[src/rtl/gpio_in_irq_pkg.sv]
package gpio_in_irq_pkg;

  // Trigger codes decoded per channel
  typedef enum logic [2:0] {
    TRIG_OFF_A  = 3'd0,
    TRIG_OFF_B  = 3'd1,
    TRIG_LOW    = 3'd2,
    TRIG_HIGH   = 3'd3,
    TRIG_FALL   = 3'd4,
    TRIG_RISE   = 3'd5,
    TRIG_EDGE_A = 3'd6,
    TRIG_EDGE_B = 3'd7
  } trig_mode_e;

  // Register byte offsets
  localparam int OFF_DLY   = 'h14;
  localparam int OFF_INSTS = 'h18;
  localparam int OFF_TRIG  = 'h1C;
  localparam int OFF_RAW   = 'h20;
  localparam int OFF_ENA   = 'h24;
  localparam int OFF_STS   = 'h28;
  localparam int OFF_CLR   = 'h2C;

  // Condition check for one channel from the current and previous delayed sample
  function automatic logic trig_hit(input trig_mode_e mode, input logic cur, input logic prv);
    logic res;
    case (mode)
      TRIG_LOW:    res = ~cur;
      TRIG_HIGH:   res = cur;
      TRIG_FALL:   res = prv & ~cur;
      TRIG_RISE:   res = ~prv & cur;
      TRIG_EDGE_A,
      TRIG_EDGE_B: res = prv ^ cur;
      default:     res = 1'b0;
    endcase
    return res;
  endfunction

endpackage

[src/rtl/gpio_in_irq_sync.sv]
module gpio_in_irq_sync #(
  parameter int W = 8
) (
  input  logic         clk,
  input  logic         rst_n,
  input  logic [W-1:0] d,
  output logic [W-1:0] q
);

  logic [W-1:0] stage1_q;
  logic [W-1:0] stage2_q;

  always_ff @(posedge clk or negedge rst_n) begin
    if (!rst_n) begin
      stage1_q <= '0;
      stage2_q <= '0;
    end else begin
      stage1_q <= d;
      stage2_q <= stage1_q;
    end
  end

  assign q = stage2_q;

endmodule

[src/rtl/gpio_in_irq_dly_lane.sv]
module gpio_in_irq_dly_lane #(
  parameter int SEL_W = 2
) (
  input  logic             clk,
  input  logic             rst_n,
  input  logic             din,
  input  logic [SEL_W-1:0] sel,
  output logic             dout
);

  localparam int DEPTH = (1 << SEL_W) - 1;

  logic [DEPTH:1]   tap_q;
  logic [DEPTH:1]   tap_d;
  logic [DEPTH:0]   chain;

  assign chain = {tap_q, din};

  always_comb begin
    tap_d = chain[DEPTH-1:0];
  end

  always_ff @(posedge clk or negedge rst_n) begin
    if (!rst_n) begin
      tap_q <= '0;
    end else begin
      tap_q <= tap_d;
    end
  end

  assign dout = chain[sel];

endmodule

[src/rtl/gpio_in_irq_edge_det.sv]
module gpio_in_irq_edge_det
  import gpio_in_irq_pkg::*;
#(
  parameter int MODE_W = 3
) (
  input  logic              clk,
  input  logic              rst_n,
  input  logic              smp,
  input  logic [MODE_W-1:0] mode,
  output logic              hit
);

  logic prev_q;
  logic prev_d;

  always_comb begin
    prev_d = smp;
  end

  always_ff @(posedge clk or negedge rst_n) begin
    if (!rst_n) begin
      prev_q <= 1'b0;
    end else begin
      prev_q <= prev_d;
    end
  end

  always_comb begin
    hit = trig_hit(trig_mode_e'(mode[2:0]), smp, prev_q);
  end

endmodule

[src/rtl/gpio_in_irq_regs.sv]
module gpio_in_irq_regs
  import gpio_in_irq_pkg::*;
#(
  parameter int NUM_CH = 8,
  parameter int DLY_W  = 2,
  parameter int MODE_W = 3,
  parameter int ADDR_W = 6,
  parameter int DATA_W = 32
) (
  input  logic                     clk,
  input  logic                     rst_n,
  input  logic [ADDR_W-1:0]        addr,
  input  logic                     wr,
  input  logic [DATA_W-1:0]        wdata,
  input  logic [NUM_CH-1:0]        smp,
  input  logic [NUM_CH-1:0]        hit,
  output logic [NUM_CH*DLY_W-1:0]  dly_cfg,
  output logic [NUM_CH*MODE_W-1:0] mode_cfg,
  output logic [NUM_CH-1:0]        raw,
  output logic [NUM_CH-1:0]        ena,
  output logic [NUM_CH-1:0]        sts,
  output logic [NUM_CH-1:0]        clr_pulse,
  output logic [DATA_W-1:0]        rdata
);

  localparam int DLY_BITS  = NUM_CH * DLY_W;
  localparam int MODE_BITS = NUM_CH * MODE_W;

  logic [DLY_BITS-1:0]  dly_q,  dly_d;
  logic [MODE_BITS-1:0] mode_q, mode_d;
  logic [NUM_CH-1:0]    raw_q,  raw_d;
  logic [NUM_CH-1:0]    ena_q,  ena_d;

  logic wr_dly, wr_mode, wr_ena, wr_clr;
  logic unused_wdata;

  // Write strobes per location
  assign wr_dly  = wr & (addr == ADDR_W'(OFF_DLY));
  assign wr_mode = wr & (addr == ADDR_W'(OFF_TRIG));
  assign wr_ena  = wr & (addr == ADDR_W'(OFF_ENA));
  assign wr_clr  = wr & (addr == ADDR_W'(OFF_CLR));

  assign unused_wdata = ^wdata[DATA_W-1:MODE_BITS];

  // Next-state
  always_comb begin
    dly_d     = wr_dly  ? wdata[DLY_BITS-1:0]  : dly_q;
    mode_d    = wr_mode ? wdata[MODE_BITS-1:0] : mode_q;
    ena_d     = wr_ena  ? wdata[NUM_CH-1:0]    : ena_q;
    clr_pulse = {NUM_CH{wr_clr}} & wdata[NUM_CH-1:0];
    // A hit in the clearing cycle keeps the flag
    raw_d     = (raw_q & ~clr_pulse) | hit;
  end

  // Registers
  always_ff @(posedge clk or negedge rst_n) begin
    if (!rst_n) begin
      dly_q  <= '0;
      mode_q <= '0;
      ena_q  <= '0;
      raw_q  <= '0;
    end else begin
      dly_q  <= dly_d;
      mode_q <= mode_d;
      ena_q  <= ena_d;
      raw_q  <= raw_d;
    end
  end

  assign dly_cfg  = dly_q;
  assign mode_cfg = mode_q;
  assign raw      = raw_q;
  assign ena      = ena_q;
  assign sts      = raw_q & ena_q;

  // Read decode
  always_comb begin
    rdata = '0;
    case (addr)
      ADDR_W'(OFF_DLY):   rdata[DLY_BITS-1:0]  = dly_q;
      ADDR_W'(OFF_INSTS): rdata[NUM_CH-1:0]    = smp;
      ADDR_W'(OFF_TRIG):  rdata[MODE_BITS-1:0] = mode_q;
      ADDR_W'(OFF_RAW):   rdata[NUM_CH-1:0]    = raw_q;
      ADDR_W'(OFF_ENA):   rdata[NUM_CH-1:0]    = ena_q;
      ADDR_W'(OFF_STS):   rdata[NUM_CH-1:0]    = raw_q & ena_q;
      default:            rdata = '0;
    endcase
  end

endmodule

[src/rtl/gpio_in_irq.sv]
module gpio_in_irq #(
  parameter int NUM_CH = 8,
  parameter int DLY_W  = 2,
  parameter int MODE_W = 3,
  parameter int ADDR_W = 6,
  parameter int DATA_W = 32
) (
  input  logic              clk,
  input  logic              rst_n,
  input  logic [NUM_CH-1:0] pad_in,
  input  logic [ADDR_W-1:0] bus_addr,
  input  logic              bus_wr,
  input  logic [DATA_W-1:0] bus_wdata,
  output logic [DATA_W-1:0] bus_rdata,
  output logic              irq
);

  localparam int DLY_BITS  = NUM_CH * DLY_W;
  localparam int MODE_BITS = NUM_CH * MODE_W;

  // Reset: asserted asynchronously, released on the clock
  logic [1:0] rst_pipe;
  logic       rst_q;

  always_ff @(posedge clk or negedge rst_n) begin
    if (!rst_n) begin
      rst_pipe <= '0;
    end else begin
      rst_pipe <= {rst_pipe[0], 1'b1};
    end
  end

  assign rst_q = rst_pipe[1];

  logic [NUM_CH-1:0]    sync_v;
  logic [NUM_CH-1:0]    dly_v;
  logic [NUM_CH-1:0]    hit_v;
  logic [NUM_CH-1:0]    raw_v;
  logic [NUM_CH-1:0]    en_v;
  logic [NUM_CH-1:0]    sts_v;
  logic [NUM_CH-1:0]    clr_v;
  logic [DLY_BITS-1:0]  dly_cfg_v;
  logic [MODE_BITS-1:0] mode_v;

  gpio_in_irq_sync #(.W(NUM_CH)) u_sync (
    .clk   (clk),
    .rst_n (rst_q),
    .d     (pad_in),
    .q     (sync_v)
  );

  for (genvar ch = 0; ch < NUM_CH; ch++) begin : g_ch
    gpio_in_irq_dly_lane #(.SEL_W(DLY_W)) u_lane (
      .clk   (clk),
      .rst_n (rst_q),
      .din   (sync_v[ch]),
      .sel   (dly_cfg_v[ch*DLY_W +: DLY_W]),
      .dout  (dly_v[ch])
    );

    gpio_in_irq_edge_det #(.MODE_W(MODE_W)) u_det (
      .clk   (clk),
      .rst_n (rst_q),
      .smp   (dly_v[ch]),
      .mode  (mode_v[ch*MODE_W +: MODE_W]),
      .hit   (hit_v[ch])
    );
  end

  gpio_in_irq_regs #(
    .NUM_CH (NUM_CH),
    .DLY_W  (DLY_W),
    .MODE_W (MODE_W),
    .ADDR_W (ADDR_W),
    .DATA_W (DATA_W)
  ) u_regs (
    .clk       (clk),
    .rst_n     (rst_q),
    .addr      (bus_addr),
    .wr        (bus_wr),
    .wdata     (bus_wdata),
    .smp       (dly_v),
    .hit       (hit_v),
    .dly_cfg   (dly_cfg_v),
    .mode_cfg  (mode_v),
    .raw       (raw_v),
    .ena       (en_v),
    .sts       (sts_v),
    .clr_pulse (clr_v),
    .rdata     (bus_rdata)
  );

  assign irq = |sts_v;

endmodule

[config.mk]
export PLATFORM = sky130hd
export DESIGN_NAME = gpio_in_irq
export DESIGN_NICKNAME = d
export VERILOG_FILES = /design/src/rtl/gpio_in_irq_pkg.sv /design/src/rtl/gpio_in_irq_sync.sv /design/src/rtl/gpio_in_irq_dly_lane.sv /design/src/rtl/gpio_in_irq_edge_det.sv /design/src/rtl/gpio_in_irq_regs.sv /design/src/rtl/gpio_in_irq.sv
export SDC_FILE = /design/constraint.sdc
export NUM_CORES = 1
export LEC_CHECK = 0
export BUFFER_PORTS_ARGS = -buffer_cell sky130_fd_sc_hd__buf_2
export CAP_MARGIN = 20
export CELL_PAD_IN_SITES_DETAIL_PLACEMENT = 2
export CELL_PAD_IN_SITES_GLOBAL_PLACEMENT = 2
export CORE_AREA = 2 2 134 110
export DETAILED_ROUTE_END_ITERATION = 16
export DIE_AREA = 0 0 136 112
export HOLD_SLACK_MARGIN = 0.03
export PLACE_DENSITY_LB_ADDON = 0.1
export SLEW_MARGIN = 5
export SYNTH_ARGS = -nofsm -noshare
export SYNTH_HDL_FRONTEND = slang
export SYNTH_SLANG_ARGS = --single-unit
[constraint.sdc]
create_clock -name clk -period 3 [get_ports clk]
set_clock_uncertainty 0.1 [all_clocks]
set_input_delay 0.6 -clock clk [delete_from_list [all_inputs] [get_ports clk]]
set_output_delay 0.6 -clock clk [all_outputs]
set_load 0.005 [all_outputs]
==> impl_metrics.tcl <==
set metrics [dict create \
    synth_mux_area_share_pct 19.1 \
    synth_area_sq_mm 0.00480 \
    start_util_pct 34.4 \
    fillers 1434 \
    antenna_cells 0 \
    cts.clk_slew.worst_paths_ns 0.07 \
    die_h_um 112 \
    antenna_left 0 \
    p_leak_nw 2.74 \
    antenna_found_initial 0 \
    cts_root_buffer "clkbuf_16" \
    finalCoreUtilization_pct 40.4 \
    grt_max_degree 48 \
    dr.pass1.iters 5 \
    ir_drop_uv 338 \
    placed_cells 588 \
    syn_to_final_growth_pct 17.4 \
    hpwl_um 8590 \
    yosys_warnings 0 \
    synth_simple_gate_area_share_pct 5.32 \
    cts_buffers 9 \
    slew_viol_final 0 \
    grt_pass1_wl_um 19700 \
    synth_compound_area_share_pct 9.62 \
    htree_levels 3 \
    io_buffers 65 \
    grt_pass1_vias 3506 \
    ys_types 35 \
    ys_ff_latch 106 \
    setup-violations-final 0 \
    rows 39 \
    clk_latency_ns 0.35 \
    cts_tree "built" \
    grt_setup_unrepaired "no" \
    hold_viol 0 \
    worstSetupStartpoint "bus_addr[2]" \
    tightest_slew_ns 0.641 \
    synth-edff-count 0 \
    num_vias 3058 \
    grt_util_all_layers_pct 17.3 \
    relSlewSlack_pct 57.3 \
    regToRegStartpoint "u_regs.dly_cfg[2]" \
    synth_flop_cell "dfrtp_1" \
    hp-class "reg2async" \
    critPathArrivalTime_ns 1.99 \
    gp_congestion 0.735 \
    postCtsResizedCells 0 \
    drc 0 \
    crit_path_start_kind "primary input" \
    wl_per_cell_um 19.9 \
    layout.cells.non_filler 605 \
    syn_inst 342 \
    pin_count 82 \
    fmax_ghz 0.372 \
    core-area_sq_mm 0.0140 \
    endpoint_kind "primary output" \
    cts.sinks 106 \
    drt_wl_total_um 12000 \
    path_class "in2out" \
    async_flop_share_pct 100 \
    status "completed" \
    layout-drive-gt1-share_pct 37.3 \
    hold_slack_ns 0.246 \
    die-area_sq_mm 0.0152 \
    clock_path_buffers 2 \
    powerDensity_mw_per_mm2 603 \
    fin_nets 481 \
    ys_seq_area_share_pct 55.3 \
    synthXorXnorAreaFrac_pct 1.28 \
    tns_ns 0 \
    overflow 0 \
    critPathRequiredTime_ns 2.30 \
    post_drt_via_cell_ratio 5.05 \
    fp.dieW_um 136 \
    period_needed_ns 2.69 \
    synthAdderAreaFrac_pct 4.17 \
    maxCapViolCount 0 \
    drtIter0Drc 163 \
    avgSynthCellArea_sq_um 14.0 \
    finalCritPeriodShare_pct 89.7 \
    worst-path-max-fanout 13 \
    synth_top_family_by_area "multiplexers" \
]
## placed cells by master (no fill, tap or decap), types with 10 or more instances in the layout
master / Yosys / layout
nand2_1: 10 / 10
inv_1: 26 / 26
o211ai_1: 18 / 18
mux2_2: 26 / 26
ha_1: 16 / 16
dfrtp_1: 106 / 105
mux2_4: 29 / 29
buf_2: 2 / 65
o21ai_0: 10 / 10
## worst max-delay path, stage by stage
cell      delay, ns
buf_2          0.11
nor3b_2        0.17
and3_1         0.27
buf_12         0.19
a222oi_1       0.34
o211ai_1       0.16
buf_2          0.16
## state kept, by name, indices dropped and copies added, names as in the netlist
name,flops
g_ch.u_lane.tap_q,24
u_regs.mode_cfg,24
u_regs.dly_cfg,16
g_ch.u_det.prev_q,8
u_regs.ena,8
u_regs.raw,8
u_sync.q,8
u_sync.stage1_q,8
rst_pipe,2
## synth_stat cells (all sizes together) (8+ instances only)
master   number  area share (%)
dfrtp       106              55
mux2         55              15
inv          26             2.0
o211ai       18             2.8
buf          17             2.9
ha           16             4.2
nand2        13             1.4
o21ai        10             1.0
a222oi        8             1.7
a22o          8             1.5
and2          8             1.0
o2111ai       8             1.5
## stage by stage
step           worst slack (ns)  cell area [sq um]  total power, mW
2_1_floorplan             0.686               4830             2.04
3_3_place_gp              0.279               5330             2.19
3_5_place_dp              0.289               5330             2.23
4_1_cts                   0.273               5640             3.47
5_1_grt                   0.169               5640             3.60
6_report                  0.309               5640             3.40
## layout make-up
| class | instances | area, sq um | area share (%) |
|---|---|---|---|
| inverter | 27 | 101 | 1.80 |
| sequential | 106 | 2660 | 47.1 |
| tap | 184 | 230 | 4.08 |
| timing repair buffer | 74 | 420 | 7.46 |
| clock inverter | 7 | 76.3 | 1.35 |
| multi-input combinational | 198 | 1930 | 34.2 |
| clock buffer | 9 | 225 | 3.99 |
## power breakdown
part | leakage [nW] | internal (mW) | total, mW | switching, mW
Combinational | 1.31 | 0.260 | 0.465 | 0.205
Sequential | 1.29 | 1.57 | 1.73 | 0.157
Clock | 0.142 | 0.653 | 1.21 | 0.554
## logic make-up (layout without fill, tap and decap cells)
logic type                 count (synthesis)  count (layout)
DFF                                      106             106
muxes                                     65              65
AOI/OAI and AO/OA                         59              59
buffers and inverters                     45             117
and+or+nand+nor                           42              42
adders and majority gates                 16              16
xor gates and xnor gates                   7               7
other                                      2               9
## routing by layer
metal	wire (um)	track usage [%]	vias up
met2	5740	27.3	72
met1	5640	23.8	1600
li1	-	-	1377
met3	531	4.55	9
met4	95	4.17	0
met5	0	0	-
## path summary, 6_finish.rpt
path,to,slack [ns],cells after the start
worst min-delay path,u_sync.stage1_q[2],0.25,0
worst max-delay path,bus_rdata[7],0.31,7
worst min register to register,u_sync.stage1_q[2],0.25,0
min in group clk,u_sync.stage1_q[0],0.25,1
max in group asynchronous,u_regs.mode_cfg[20],1.79,1
worst max register to register,u_regs.raw[1],0.94,8
## what timing repair did
item                                   CTS  global route
hold buffers                             1             0
endpoints found under the hold margin    2             0
setup buffers                            0             0
Note: power is estimated with default switching activity, not from simulation.
